--- src/rtl/fstat_pkg.sv ---
package fstat_pkg;

    localparam int unsigned WORD_W = 32;
    localparam int unsigned LIVE_W = 11;
    localparam int unsigned RSVD_W = WORD_W - LIVE_W - 7;

    // Order of the sticky failure group, low index = lowest bit position.
    localparam int unsigned FAIL_PRE  = 0;
    localparam int unsigned FAIL_PGM  = 1;
    localparam int unsigned FAIL_DIST = 2;
    localparam int unsigned FAIL_ADDR = 3;
    localparam int unsigned FAIL_N    = 4;

    typedef struct packed {
        logic [RSVD_W-1:0] rsvd;
        logic              vfy_paused;
        logic              vfy_running;
        logic              vfy_mismatch;
        logic [FAIL_N-1:0] fails;
        logic [LIVE_W-1:0] live;
    } stat_word_t;

    typedef struct packed {
        logic start;
        logic done;
        logic suspend;
        logic resume;
        logic mismatch;
    } vfy_evt_t;

    typedef struct packed {
        logic status;
        logic more;
    } clr_cmd_t;

    function automatic logic next_flag(input logic q, input logic set, input logic clr);
        // Set has priority so that a fresh event is never dropped.
        if (set)      return 1'b1;
        else if (clr) return 1'b0;
        else          return q;
    endfunction

endpackage

--- src/rtl/fstat_sticky_bit.sv ---
module fstat_sticky_bit (
    input  logic clk,
    input  logic rst,
    input  logic set_i,
    input  logic clr_i,
    output logic q_o
);
    import fstat_pkg::*;

    logic q;

    always_ff @(posedge clk) begin
        if (rst) q <= 1'b0;
        else     q <= next_flag(q, set_i, clr_i);
    end

    assign q_o = q;
endmodule

--- src/rtl/fstat_vfy_tracker.sv ---
module fstat_vfy_tracker (
    input  logic                 clk,
    input  logic                 rst,
    input  fstat_pkg::vfy_evt_t  evt_i,
    input  fstat_pkg::clr_cmd_t  clr_i,
    output logic                 running_o,
    output logic                 paused_o,
    output logic                 mismatch_o
);
    import fstat_pkg::*;

    logic run_q, pause_q;
    logic run_set, run_clr, pause_set, pause_clr;

    always_comb begin
        pause_set = evt_i.suspend & run_q;
        pause_clr = (evt_i.resume & pause_q) | clr_i.more;
        run_set   = evt_i.start | (evt_i.resume & pause_q);
        run_clr   = evt_i.done | (evt_i.suspend & run_q);
    end

    always_ff @(posedge clk) begin
        if (rst) begin
            run_q   <= 1'b0;
            pause_q <= 1'b0;
        end else begin
            run_q   <= next_flag(run_q, run_set, run_clr);
            pause_q <= next_flag(pause_q, pause_set, pause_clr);
        end
    end

    fstat_sticky_bit u_mismatch (
        .clk   (clk),
        .rst   (rst),
        .set_i (evt_i.mismatch),
        .clr_i (clr_i.status | clr_i.more),
        .q_o   (mismatch_o)
    );

    assign running_o = run_q;
    assign paused_o  = pause_q;
endmodule

--- src/rtl/fstat_fail_bank.sv ---
module fstat_fail_bank #(
    parameter int unsigned DATA_W = 64
) (
    input  logic                        clk,
    input  logic                        rst,
    input  logic                        first_rd_i,
    input  logic                        pgm_limit_fail_i,
    input  logic                        pre_limit_fail_i,
    input  logic                        pre_vfy_rd_i,
    input  logic [DATA_W-1:0]           array_word_i,
    input  logic                        bad_addr_i,
    input  fstat_pkg::clr_cmd_t         clr_i,
    output logic [fstat_pkg::FAIL_N-1:0] fails_o
);
    import fstat_pkg::*;

    logic [FAIL_N-1:0] set_v;
    logic              word_all_ones;
    logic              word_any_one;
    logic              clr_any;

    always_comb begin
        word_all_ones         = &array_word_i;
        word_any_one          = |array_word_i;
        set_v                 = '0;
        set_v[FAIL_PRE]       = pre_limit_fail_i | (pre_vfy_rd_i & word_any_one);
        set_v[FAIL_PGM]       = pgm_limit_fail_i;
        set_v[FAIL_DIST]      = first_rd_i & ~word_all_ones;
        set_v[FAIL_ADDR]      = bad_addr_i;
        clr_any               = clr_i.status | clr_i.more;
    end

    for (genvar g = 0; g < FAIL_N; g++) begin : g_fail
        fstat_sticky_bit u_bit (
            .clk   (clk),
            .rst   (rst),
            .set_i (set_v[g]),
            .clr_i (clr_any),
            .q_o   (fails_o[g])
        );
    end
endmodule

--- src/rtl/flash_status_reg.sv ---
module flash_status_reg #(
    parameter int unsigned DATA_W = 64,
    parameter int unsigned LIVE_W = fstat_pkg::LIVE_W
) (
    input  logic              clk,
    input  logic              rst,
    input  logic              rv_start_i,
    input  logic              rv_done_i,
    input  logic              rv_suspend_i,
    input  logic              rv_resume_i,
    input  logic              rv_mismatch_i,
    input  logic              first_rd_i,
    input  logic              pgm_limit_fail_i,
    input  logic              pre_limit_fail_i,
    input  logic              pre_vfy_rd_i,
    input  logic [DATA_W-1:0] array_word_i,
    input  logic              bad_addr_i,
    input  logic              clr_status_i,
    input  logic              clr_more_i,
    input  logic [LIVE_W-1:0] live_i,
    input  logic              rd_en_i,
    output logic [31:0]       rd_data_o
);
    import fstat_pkg::*;

    vfy_evt_t          vfy_evt;
    clr_cmd_t          clr_cmd;
    logic              vfy_running, vfy_paused, vfy_mismatch;
    logic [FAIL_N-1:0] fails;
    logic [LIVE_W-1:0] live_q;
    stat_word_t        status_img;
    logic [31:0]       rd_q;

    always_comb begin
        vfy_evt.start    = rv_start_i;
        vfy_evt.done     = rv_done_i;
        vfy_evt.suspend  = rv_suspend_i;
        vfy_evt.resume   = rv_resume_i;
        vfy_evt.mismatch = rv_mismatch_i;
        clr_cmd.status   = clr_status_i;
        clr_cmd.more     = clr_more_i;
    end

    fstat_vfy_tracker u_vfy (
        .clk        (clk),
        .rst        (rst),
        .evt_i      (vfy_evt),
        .clr_i      (clr_cmd),
        .running_o  (vfy_running),
        .paused_o   (vfy_paused),
        .mismatch_o (vfy_mismatch)
    );

    fstat_fail_bank #(.DATA_W(DATA_W)) u_fails (
        .clk              (clk),
        .rst              (rst),
        .first_rd_i       (first_rd_i),
        .pgm_limit_fail_i (pgm_limit_fail_i),
        .pre_limit_fail_i (pre_limit_fail_i),
        .pre_vfy_rd_i     (pre_vfy_rd_i),
        .array_word_i     (array_word_i),
        .bad_addr_i       (bad_addr_i),
        .clr_i            (clr_cmd),
        .fails_o          (fails)
    );

    always_ff @(posedge clk) begin
        if (rst) live_q <= '0;
        else     live_q <= live_i;
    end

    always_comb begin
        status_img              = '0;
        status_img.vfy_paused   = vfy_paused;
        status_img.vfy_running  = vfy_running;
        status_img.vfy_mismatch = vfy_mismatch;
        status_img.fails        = fails;
        status_img.live         = fstat_pkg::LIVE_W'(live_q);
    end

    always_ff @(posedge clk) begin
        if (rst)          rd_q <= '0;
        else if (rd_en_i) rd_q <= status_img;
        else              rd_q <= '0;
    end

    assign rd_data_o = rd_q;
endmodule

--- config.mk ---
export PLATFORM = sky130hd
export DESIGN_NAME = flash_status_reg
export DESIGN_NICKNAME = d
export VERILOG_FILES = /design/src/rtl/fstat_pkg.sv /design/src/rtl/fstat_sticky_bit.sv /design/src/rtl/fstat_vfy_tracker.sv /design/src/rtl/fstat_fail_bank.sv /design/src/rtl/flash_status_reg.sv
export SDC_FILE = /design/constraint.sdc
export NUM_CORES = 1
export LEC_CHECK = 0
export ABC_AREA = 1
export ABC_CLOCK_PERIOD_IN_PS = 1300
export BUFFER_PORTS_ARGS = -buffer_cell sky130_fd_sc_hd__buf_2
export CORE_MARGIN = 2
export CORE_UTILIZATION = 40
export CTS_CLUSTER_SIZE = 14
export DETAILED_ROUTE_END_ITERATION = 16
export PLACE_DENSITY = 0.87
export SLEW_MARGIN = 20
export SYNTH_ARGS = -nofsm -noshare
export SYNTH_HDL_FRONTEND = slang
export SYNTH_SLANG_ARGS = --single-unit
export TNS_END_PERCENT = 1
--- constraint.sdc ---
create_clock -name clk -period 1.3 [get_ports clk]
set_input_delay 0.13 -clock clk [delete_from_list [all_inputs] [get_ports clk]]
set_output_delay 0.13 -clock clk [all_outputs]
set_load 0.01 [all_outputs]
# Word-level counts from Yosys, hierarchy flattened
# Cells that the tools add are included.
[op_classes]
n_mux = 10
bitwise = 11
n_reduce_logical = 10
[ops]
columns = ["cell", "n"]
rows = [
  ["$reduce_and 64->1", 1],
  ["$reduce_or 64->1", 1],
  ["$reduce_bool 2->1", 7],
  ["$mux 1", 10],
  ["$or 1x1->1", 5],
  ["$and 1x1->1", 4],
  ["$not 1->1", 2],
  ["$reduce_or 2->1", 1],
]
[totals]
regBits = 50
in_bits = 90
out_inout_bits = 32
wordCells = 41

# Depth between registers and ports, before layout
# Gate-level depths: netlist (run 1).
[depth]
ltp_word = 4
depth_mapped = 8
mapped_depth_nobuf = 8

# Cells and area by module
# From an unflattened synthesis (run 1), not the netlist that was laid out.
[unflattened]
cells_unflattened = 273
area_unflattened_um2 = 1725.4
[modules_own_cells]
columns = ["mod", "n_inst", "cells_per_inst", "area_per_inst_um2", "seq_area_each_um2"]
rows = [
  ["flash_status_reg", 1, 106, 938.4, 580.6],
  ["fstat_fail_bank", 1, 130, 494.2, 0.0],
  ["fstat_sticky_bit", 5, 5, 40.0, 20.0],
  ["fstat_vfy_tracker", 1, 12, 92.6, 40.0],
]

# Worst setup path after synthesis (run 1)
# OpenSTA, ideal clock, no wires.
[synth_path]
path_type = "reg2reg"
startpoint = "register u_vfy.pause_q, in the netlist u_vfy.paused_o"
endpoint = "register u_vfy.pause_q, in the netlist u_vfy.paused_o"
setup_time_ps = 70
arrival_ps = 739
required_time_ps = 1230
slack_ps = 491
stages_incl_launch_ff = 4
path_buffers = 0
synth_period_minus_slack_ps = 809
cell_sequence = "dfxtp_1 -> inv_1 -> or3_1 -> a21oi_1"
[synth_between]
elab_chain_len = 3
[synth_rtl]
columns = ["element", "line_no", "rtl"]
rows = [
  ["from (decl)", "fstat_vfy_tracker.sv:12", "logic run_q, pause_q;"],
  ["from (signal assigned)", "fstat_vfy_tracker.sv:28", "pause_q <= next_flag(pause_q, pause_set, pause_clr);"],
  ["$and 1x1->1", "fstat_vfy_tracker.sv:17", "pause_clr = (evt_i.resume & pause_q) | clr_i.more;"],
  ["$or 1x1->1", "fstat_vfy_tracker.sv:17", ""],
  ["$reduce_bool 2->1 (no source line)", "-", ""],
]
# No other way between the ends.
# A chain may end at the register's enable or synchronous reset.

# Worst setup path after layout (run 1)
# Ends and elaborated chain as after synthesis.

==> results.yml, run 1 <==
timing:
  layout_worst_path_cycle_share_pct: 67.48
  setup_slack_ns: 0.4227
  grt_setup_unrepaired: "no"
  setup_viol: 0
  worst_clock_skew_ns: 0.005026
  fin_crit_ns: 0.8773
  drv_slew: 0
  final-hold-violation-count: 0
  achievable-frequency_ghz: 1.140
  tns_ns: 0
yosys:
  post_synth_xor_area_fraction_pct: 0
  synth_compound_area_share_pct: 3.046
  syn-mean-instance-area_sq_um: 6.368
  post_synthesis_adder_cell_area_fraction_pct: 0
  synth_top_cell_by_area: "sky130_fd_sc_hd__dfxtp_1"
  synth_cell_type_count: 12
  synth.cell_area_sq_um: 1643
  dominant_cells_by_area_after_synthesis: "sky130_fd_sc_hd__dfxtp_1 (44%), sky130_fd_sc_hd__nor2_1 (22%), sky130_fd_sc_hd__nand2_1 (15%)"
  postSynthCellCount: 258
  synth_simple_gate_area_share_pct: 37.93
  ys_warn_count: 0
  synth_top_family_by_area: "simple AND/OR/NAND/NOR gates"
  synth_top_area_share_pct: 43.87
  ys_ff_latch: 36
  mux_share_of_post_synthesis_cell_area_pct: 0
  sequential_area_share_after_synthesis_pct: 43.87
floorplanning:
  area_of_the_die_sq_um: 4636
  x_dimension_of_the_die_um: 68.09
  fp-row-count: 23
  initial_core_util_pct: 41.37
  core_area_sq_um: 3971
  design.portCount: 122
  die-height_um: 68.09
drt:
  drtIter0Drc: 66
  met1Wirelength_um: 1404
  met3_wirelength_um: 241
  drt_first_pass_iters: 4
  post_drt_via_cell_ratio: 4.200
  routed_wire_length_per_instance_um: 8.888
  routed.top_layer: "met4"
  post-route-drc-count: 0
  final_antenna_net_count: 0
  routed_vias: 1764
  finalWirelength_um: 3733
  wire_length_on_met2_um: 1991
clock_tree:
  clk_root_buffer_cell: "sky130_fd_sc_hd__clkbuf_8"
  clock_latency_ns: 0.29
  htree_num_levels: 2
  cts-buffers-inserted: 5
  clk_transition_reported_paths_ns: 0.07
  cts-hold-fix-buffers: 0
  clock_path_buffers: 2
  cts_setup_buffers: 0
  cts_resized: 0
  cts.sink_count: 36
  tritoncts: "built"
power_and_ir_drop:
  power.density_nw_per_um2: 1076
  leakage_power_of_the_design_nw: 1.218
  max-vdd-ir-drop_mv: 0.5216
layout:
  antenna-diode-count: 0
  syn_to_final_growth_pct: 38.54
  layout.cells.most_common: "sky130_fd_sc_hd__buf_2"
  final_layout_size_suffix_gt1_share_pct: 31.62
  final_nets: 459
  multi_input_comb_area_sq_um: 725.7
  seqCellArea_sq_um: 720.7
  fill_cells: 406
  mostFrequentLayoutCells: "sky130_fd_sc_hd__buf_2 (107), sky130_fd_sc_hd__nor2_1 (95), sky130_fd_sc_hd__nand2_1 (66)"
run_status:
  outcome: "finished, final reports clean"
setup_path:
  cp_max_fo: 2
  arrival_ns: 1.10
  timing.critical_path.required_ns: 1.52
  path_class: "reg2reg"
  cp-end-kind: "flop"
  crit_path_start_kind: "flop"
global_route:
  number_of_global_route_vias_before_repair: 1675
  antenna_violations_before_repair: 0
  grt_pass1_wl_um: 6147
  grtUsageTotal_pct: 17.56
  grt_overflow: 0
  grt_max_degree: 19
job:
  cap_viol_max_count: 0
placed_design:
  portBuffers: 107
  routabilityCongestion: 0.8580
  hpwl_um: 3127
  detailedPlace.worstSlack_ns: 0.2788
hold_path:
  class_of_the_worst_hold_path: "in2reg"
==> layer usage <==
metal	vias up	GRT usage [%]
met5	-	0
met4	0	11.75
met3	10	2.961
met2	69	33.50
met1	738	17.04
li1	947	-
==> sequential cells by signal, indices dropped and copies added, names as in the netlist <==
signal,cells
u_vfy.running_o,1
live_q,11
rd_data_o,18
u_fails.g_fail.u_bit.q_o,4
u_vfy.paused_o,1
u_vfy.u_mismatch.q_o,1
==> cell families (layout without fill, tap and decap cells) <==
group | count (synthesis) | count (layout)
flops | 36 | 36
buf+inv | 47 | 146
simple gates | 164 | 164
other cells | 1 | 14
compound gates | 10 | 10
==> critical path, cell delays in order (launching register included) <==
cell,delay (ns)
sky130_fd_sc_hd__dfxtp_1,0.33
sky130_fd_sc_hd__inv_1,0.05
sky130_fd_sc_hd__or3_1,0.31
sky130_fd_sc_hd__a21oi_1,0.12
==> cells in the mapped netlist <==
cell type                 instances
sky130_fd_sc_hd__buf_2            1
sky130_fd_sc_hd__buf_6            2
sky130_fd_sc_hd__dfxtp_1         36
sky130_fd_sc_hd__nand2_2          1
sky130_fd_sc_hd__or3_1            2
sky130_fd_sc_hd__nor2_1          95
sky130_fd_sc_hd__conb_1           1
sky130_fd_sc_hd__o21ai_1          1
sky130_fd_sc_hd__a21oi_1          9
sky130_fd_sc_hd__inv_1           30
sky130_fd_sc_hd__buf_4           14
sky130_fd_sc_hd__nand2_1         66
==> path summary, 6_finish.rpt <==
kind,from,end,slack [ns],depth (start not counted)
max,u_vfy.paused_o,u_vfy.paused_o,0.42,3
min,live_i[5],live_q[5],0.04,3
max reg2reg,u_vfy.paused_o,u_vfy.paused_o,0.42,3
min reg2reg,live_q[6],rd_data_o[6],0.41,2
==> power by group <==
part           internal, W  total (W)  switching, W
logic             0.000157   0.000329      0.000172
clock network     0.000567   0.000958      0.000391
registers          0.00115    0.00116     0.0000133
total              0.00187    0.00245      0.000576
==> per-stage QoR <==
stage / std cells / cell area [sq um] / total power [W] / utilization [%] / hold slack, ns
after floorplan: 271 / 1692 / 0.001362 / - / 0.2370
after global placement: 412 / 2165 / 0.001503 / 54.51 / 0.3301
after detailed placement: 412 / 2165 / 0.001516 / 54.51 / 0.3390
after CTS: 420 / 2276 / 0.002478 / 57.31 / 0.03326
after global routing: 420 / 2276 / 0.002579 / 57.31 / 0.04481
final: 420 / 2276 / 0.002449 / 57.31 / 0.03906
==> layout make-up <==
cell class / count / area share [%]
multi-input cells: 188 / 31.89
repair buffers: 108 / 23.86
clock inverters: 3 / 1.869
flip-flops and latches: 36 / 31.67
clock buffers: 5 / 3.024
well taps: 50 / 2.749
inverters: 30 / 4.948
No activity file was read; power rests on OpenSTA's default activity.
==> inputs of run 2 (changes only) <==
--- a/config.mk
+++ b/config.mk
@@ -5,14 +5,14 @@
 export SDC_FILE = /design/constraint.sdc
 export NUM_CORES = 1
 export LEC_CHECK = 0
-export ABC_AREA = 1
-export ABC_CLOCK_PERIOD_IN_PS = 1300
+export ABC_AREA = 0
+export ABC_CLOCK_PERIOD_IN_PS = 870
 export BUFFER_PORTS_ARGS = -buffer_cell sky130_fd_sc_hd__buf_2
 export CORE_MARGIN = 2
-export CORE_UTILIZATION = 40
+export CORE_UTILIZATION = 37
 export CTS_CLUSTER_SIZE = 14
 export DETAILED_ROUTE_END_ITERATION = 16
-export PLACE_DENSITY = 0.87
+export PLACE_DENSITY = 0.86
 export SLEW_MARGIN = 20
 export SYNTH_ARGS = -nofsm -noshare
 export SYNTH_HDL_FRONTEND = slang
==> constraint.sdc (replaced) <==
create_clock -name clk -period 0.87 [get_ports clk]
set_input_delay 0.087 -clock clk [delete_from_list [all_inputs] [get_ports clk]]
set_output_delay 0.087 -clock clk [all_outputs]
set_load 0.01 [all_outputs]
==> run 2 against run 1 <==
The run now ends with setup timing left. Power is 49% higher. Cell count is 27% lower. Setup slack worse by 0.45 ns. Clock skew is 0.0033 ns lower. Sequential cell count stayed put. Critical path depth is 2 higher. Sequential share of layout area is 0.59 points higher. Die area is 7.7% lower. Synthesized area is 15% lower. Final area is 1.8% lower. Register-to-register slack worse by 0.34 ns. First-iteration DRC count is 41% lower. Critical path type is now in2reg. Critical endpoint is now u_fails.g_fail[0].u_bit.q_o.
==> results.yml, run 2 <==
clock_tree:
  tritoncts: "built"
  clock_path_buffers: 2
  htree_num_levels: 2
  clk_transition_reported_paths_ns: 0.07
  cts-buffers-inserted: 5
  clk_root_buffer_cell: "sky130_fd_sc_hd__clkbuf_8"
  cts.sink_count: 36
  cts_setup_buffers: 0
  clock_latency_ns: 0.28
  cts-hold-fix-buffers: 0
hold_path:
  class_of_the_worst_hold_path: "in2reg"
  hold_depth: 3
yosys:
  synth_flop_type: "sky130_fd_sc_hd__dfxtp_1"
  ys_warn_count: 0
  synth_cell_type_count: 18
  syn-mean-instance-area_sq_um: 9.621
  synth.cell_area_sq_um: 1395
  synth_common_cells: "sky130_fd_sc_hd__dfxtp_1 (36), sky130_fd_sc_hd__nand4_1 (21), sky130_fd_sc_hd__nor4_1 (20), sky130_fd_sc_hd__and2_1 (18), sky130_fd_sc_hd__buf_4 (14)"
  postSynthCellCount: 145
  dominant_cells_by_area_after_synthesis: "sky130_fd_sc_hd__dfxtp_1 (52%), sky130_fd_sc_hd__nand4_1 (9.4%), sky130_fd_sc_hd__nor4_1 (9.0%)"
  ys_ff_latch: 36
  synth_enable_flop_cells: 0
  synth_top_area_share_pct: 51.66
  synthMostInstantiatedCell: "sky130_fd_sc_hd__dfxtp_1"
  synthArstFlopShare_pct: 0
  sequential_area_share_after_synthesis_pct: 51.66
  synth_top_cell_by_area: "sky130_fd_sc_hd__dfxtp_1"
drt:
  finalWirelength_um: 3654
  drt_first_pass_iters: 4
  routed_wire_length_per_instance_um: 11.90
  routed_vias: 1489
  drtIter0Drc: 39
  post_drt_via_cell_ratio: 4.850
  post-route-drc-count: 0
  final_antenna_net_count: 0
timing:
  layout_worst_path_cycle_share_pct: 102.7
  achievable-frequency_ghz: 1.119
  fin_crit_ns: 0.8935
  timing.max_slew.rel_slack_pct: 66.43
  grt_setup_unrepaired: "yes"
  worst_clock_skew_ns: 0.001749
  setup_viol: 2
  final-hold-violation-count: 0
  drv_slew: 0
  setup_slack_ns: -0.02347
  timing_worst_slew_pin_value_ns: 0.5013
  tns_ns: -0.03807
placed_design:
  hpwl_um: 2794
  routabilityCongestion: 0.7161
  placedCellCount: 299
  portBuffers: 107
power_and_ir_drop:
  leakage_power_of_the_design_nw: 1.023
  power.density_nw_per_um2: 1629
  max-vdd-ir-drop_mv: 0.6096
  total_power_w: 0.003641
layout:
  largest_reg_flops: 18
  layout.cells.most_common: "sky130_fd_sc_hd__buf_2"
  mostFrequentLayoutCells: "sky130_fd_sc_hd__buf_2 (98), sky130_fd_sc_hd__dfxtp_1 (36), sky130_fd_sc_hd__nand4_1 (21)"
  final_nets: 348
  antenna-diode-count: 0
  layoutNonFillerInstCount: 307
  syn_to_final_growth_pct: 60.18
  final_layout_size_suffix_gt1_share_pct: 52.12
setup_path:
  crit_path_end: "u_fails.g_fail[0].u_bit.q_o"
  reg2reg_setup_slack_ns: 0.08
  timing.critical_path.required_ns: 1.03
  cp_max_fo: 2
  crit_path_start_kind: "input pin"
  cp-end-kind: "flop"
  worst-r2r-cell-count: 2
  path_class: "in2reg"
  arrival_ns: 1.06
  worstReg2RegEnd: "u_vfy.running_o"
  r2r_start: "u_vfy.running_o"
  cp-startpoint: "array_word_i[59]"
global_route:
  antenna_violations_before_repair: 0
  grt_max_degree: 20
  top_usage_layer: "met2"
  number_of_global_route_vias_before_repair: 1305
  grt.met2_usage_pct: 30.48
  use_met3_pct: 4.110
  grtUsageTotal_pct: 15.93
  grt_overflow: 0
  grt_pass1_wl_um: 5147
  globalRouteMet1Util_pct: 15.99
run_status:
  outcome: "finished with violations"
  violations: "setup timing"
floorplanning:
  design.portCount: 122
  core_area_sq_um: 3633
  fp-row-count: 22
  x_dimension_of_the_die_um: 65.41
  die-height_um: 65.41
  initial_core_util_pct: 38.40
  area_of_the_die_sq_um: 4278
job:
  cap_viol_max_count: 0
-- run 2: what timing repair did --
action,4_1_cts,5_1_grt
pin swaps,5,7
setup endpoints to repair,20,2
resized for setup,9,16
-- run 2: cell families after synthesis --
group	count (synthesis)	synth area share [%]
and+or+nand+nor	82	35.61
other	1	0.2688
DFF	36	51.66
buffers and inverters	18	8.699
AOI/OAI and AO/OA	8	3.768
-- run 2: report_power, final --
group	switching (W)	internal, W
logic	0.000240	0.000257
registers	0.0000204	0.00172
clock network	0.000558	0.000847
total	0.000819	0.00282
-- run 2: how the worst min path moves through the flow --
stage / startpoint / to
global placement: pgm_limit_fail_i / u_fails.g_fail[1].u_bit.q_o
finish: pgm_limit_fail_i / u_fails.g_fail[1].u_bit.q_o
floorplan: pgm_limit_fail_i / u_fails.g_fail[1].u_bit.q_o
CTS: pgm_limit_fail_i / u_fails.g_fail[1].u_bit.q_o
global route: live_i[1] / live_q[1]
detailed placement: pgm_limit_fail_i / u_fails.g_fail[1].u_bit.q_o
-- run 2: layer usage --
layer / wire (um) / share of wire, %
met5: 0 / 0
met4: 59 / 1.6
met3: 316 / 8.6
met2: 1960 / 54
met1: 1318 / 36
-- run 2: metrics by stage --
step                      cell area (sq um)  utilization [%]  setup WS (ns)  hold WS [ns]
after floorplan                        1463                -       -0.04161        0.2044
after global placement                 1963            54.03        -0.4125        0.2928
after detailed placement               1963            54.03        -0.4185        0.2996
after CTS                              2127            58.54       -0.02782      0.002689
after global routing                   2235            61.50        -0.1241       0.01226
final                                  2235            61.50       -0.02347      0.007655
-- run 2: area by class of cell --
class,instances,area (sq um)
fill,335,1399
tap,48,60.06
multi-input combinational,104,724.4
inverter,1,3.754
clock inverter,3,42.54
clock buffer,5,68.82
sequential,36,720.7
timing repair buffer,110,614.3
-- run 2: critical path, stage by stage --
cell                      delay (ns)
sky130_fd_sc_hd__buf_2          0.11
sky130_fd_sc_hd__nor4_2         0.26
sky130_fd_sc_hd__nand4_1        0.16
sky130_fd_sc_hd__nor4_2         0.32
sky130_fd_sc_hd__o22ai_1        0.12
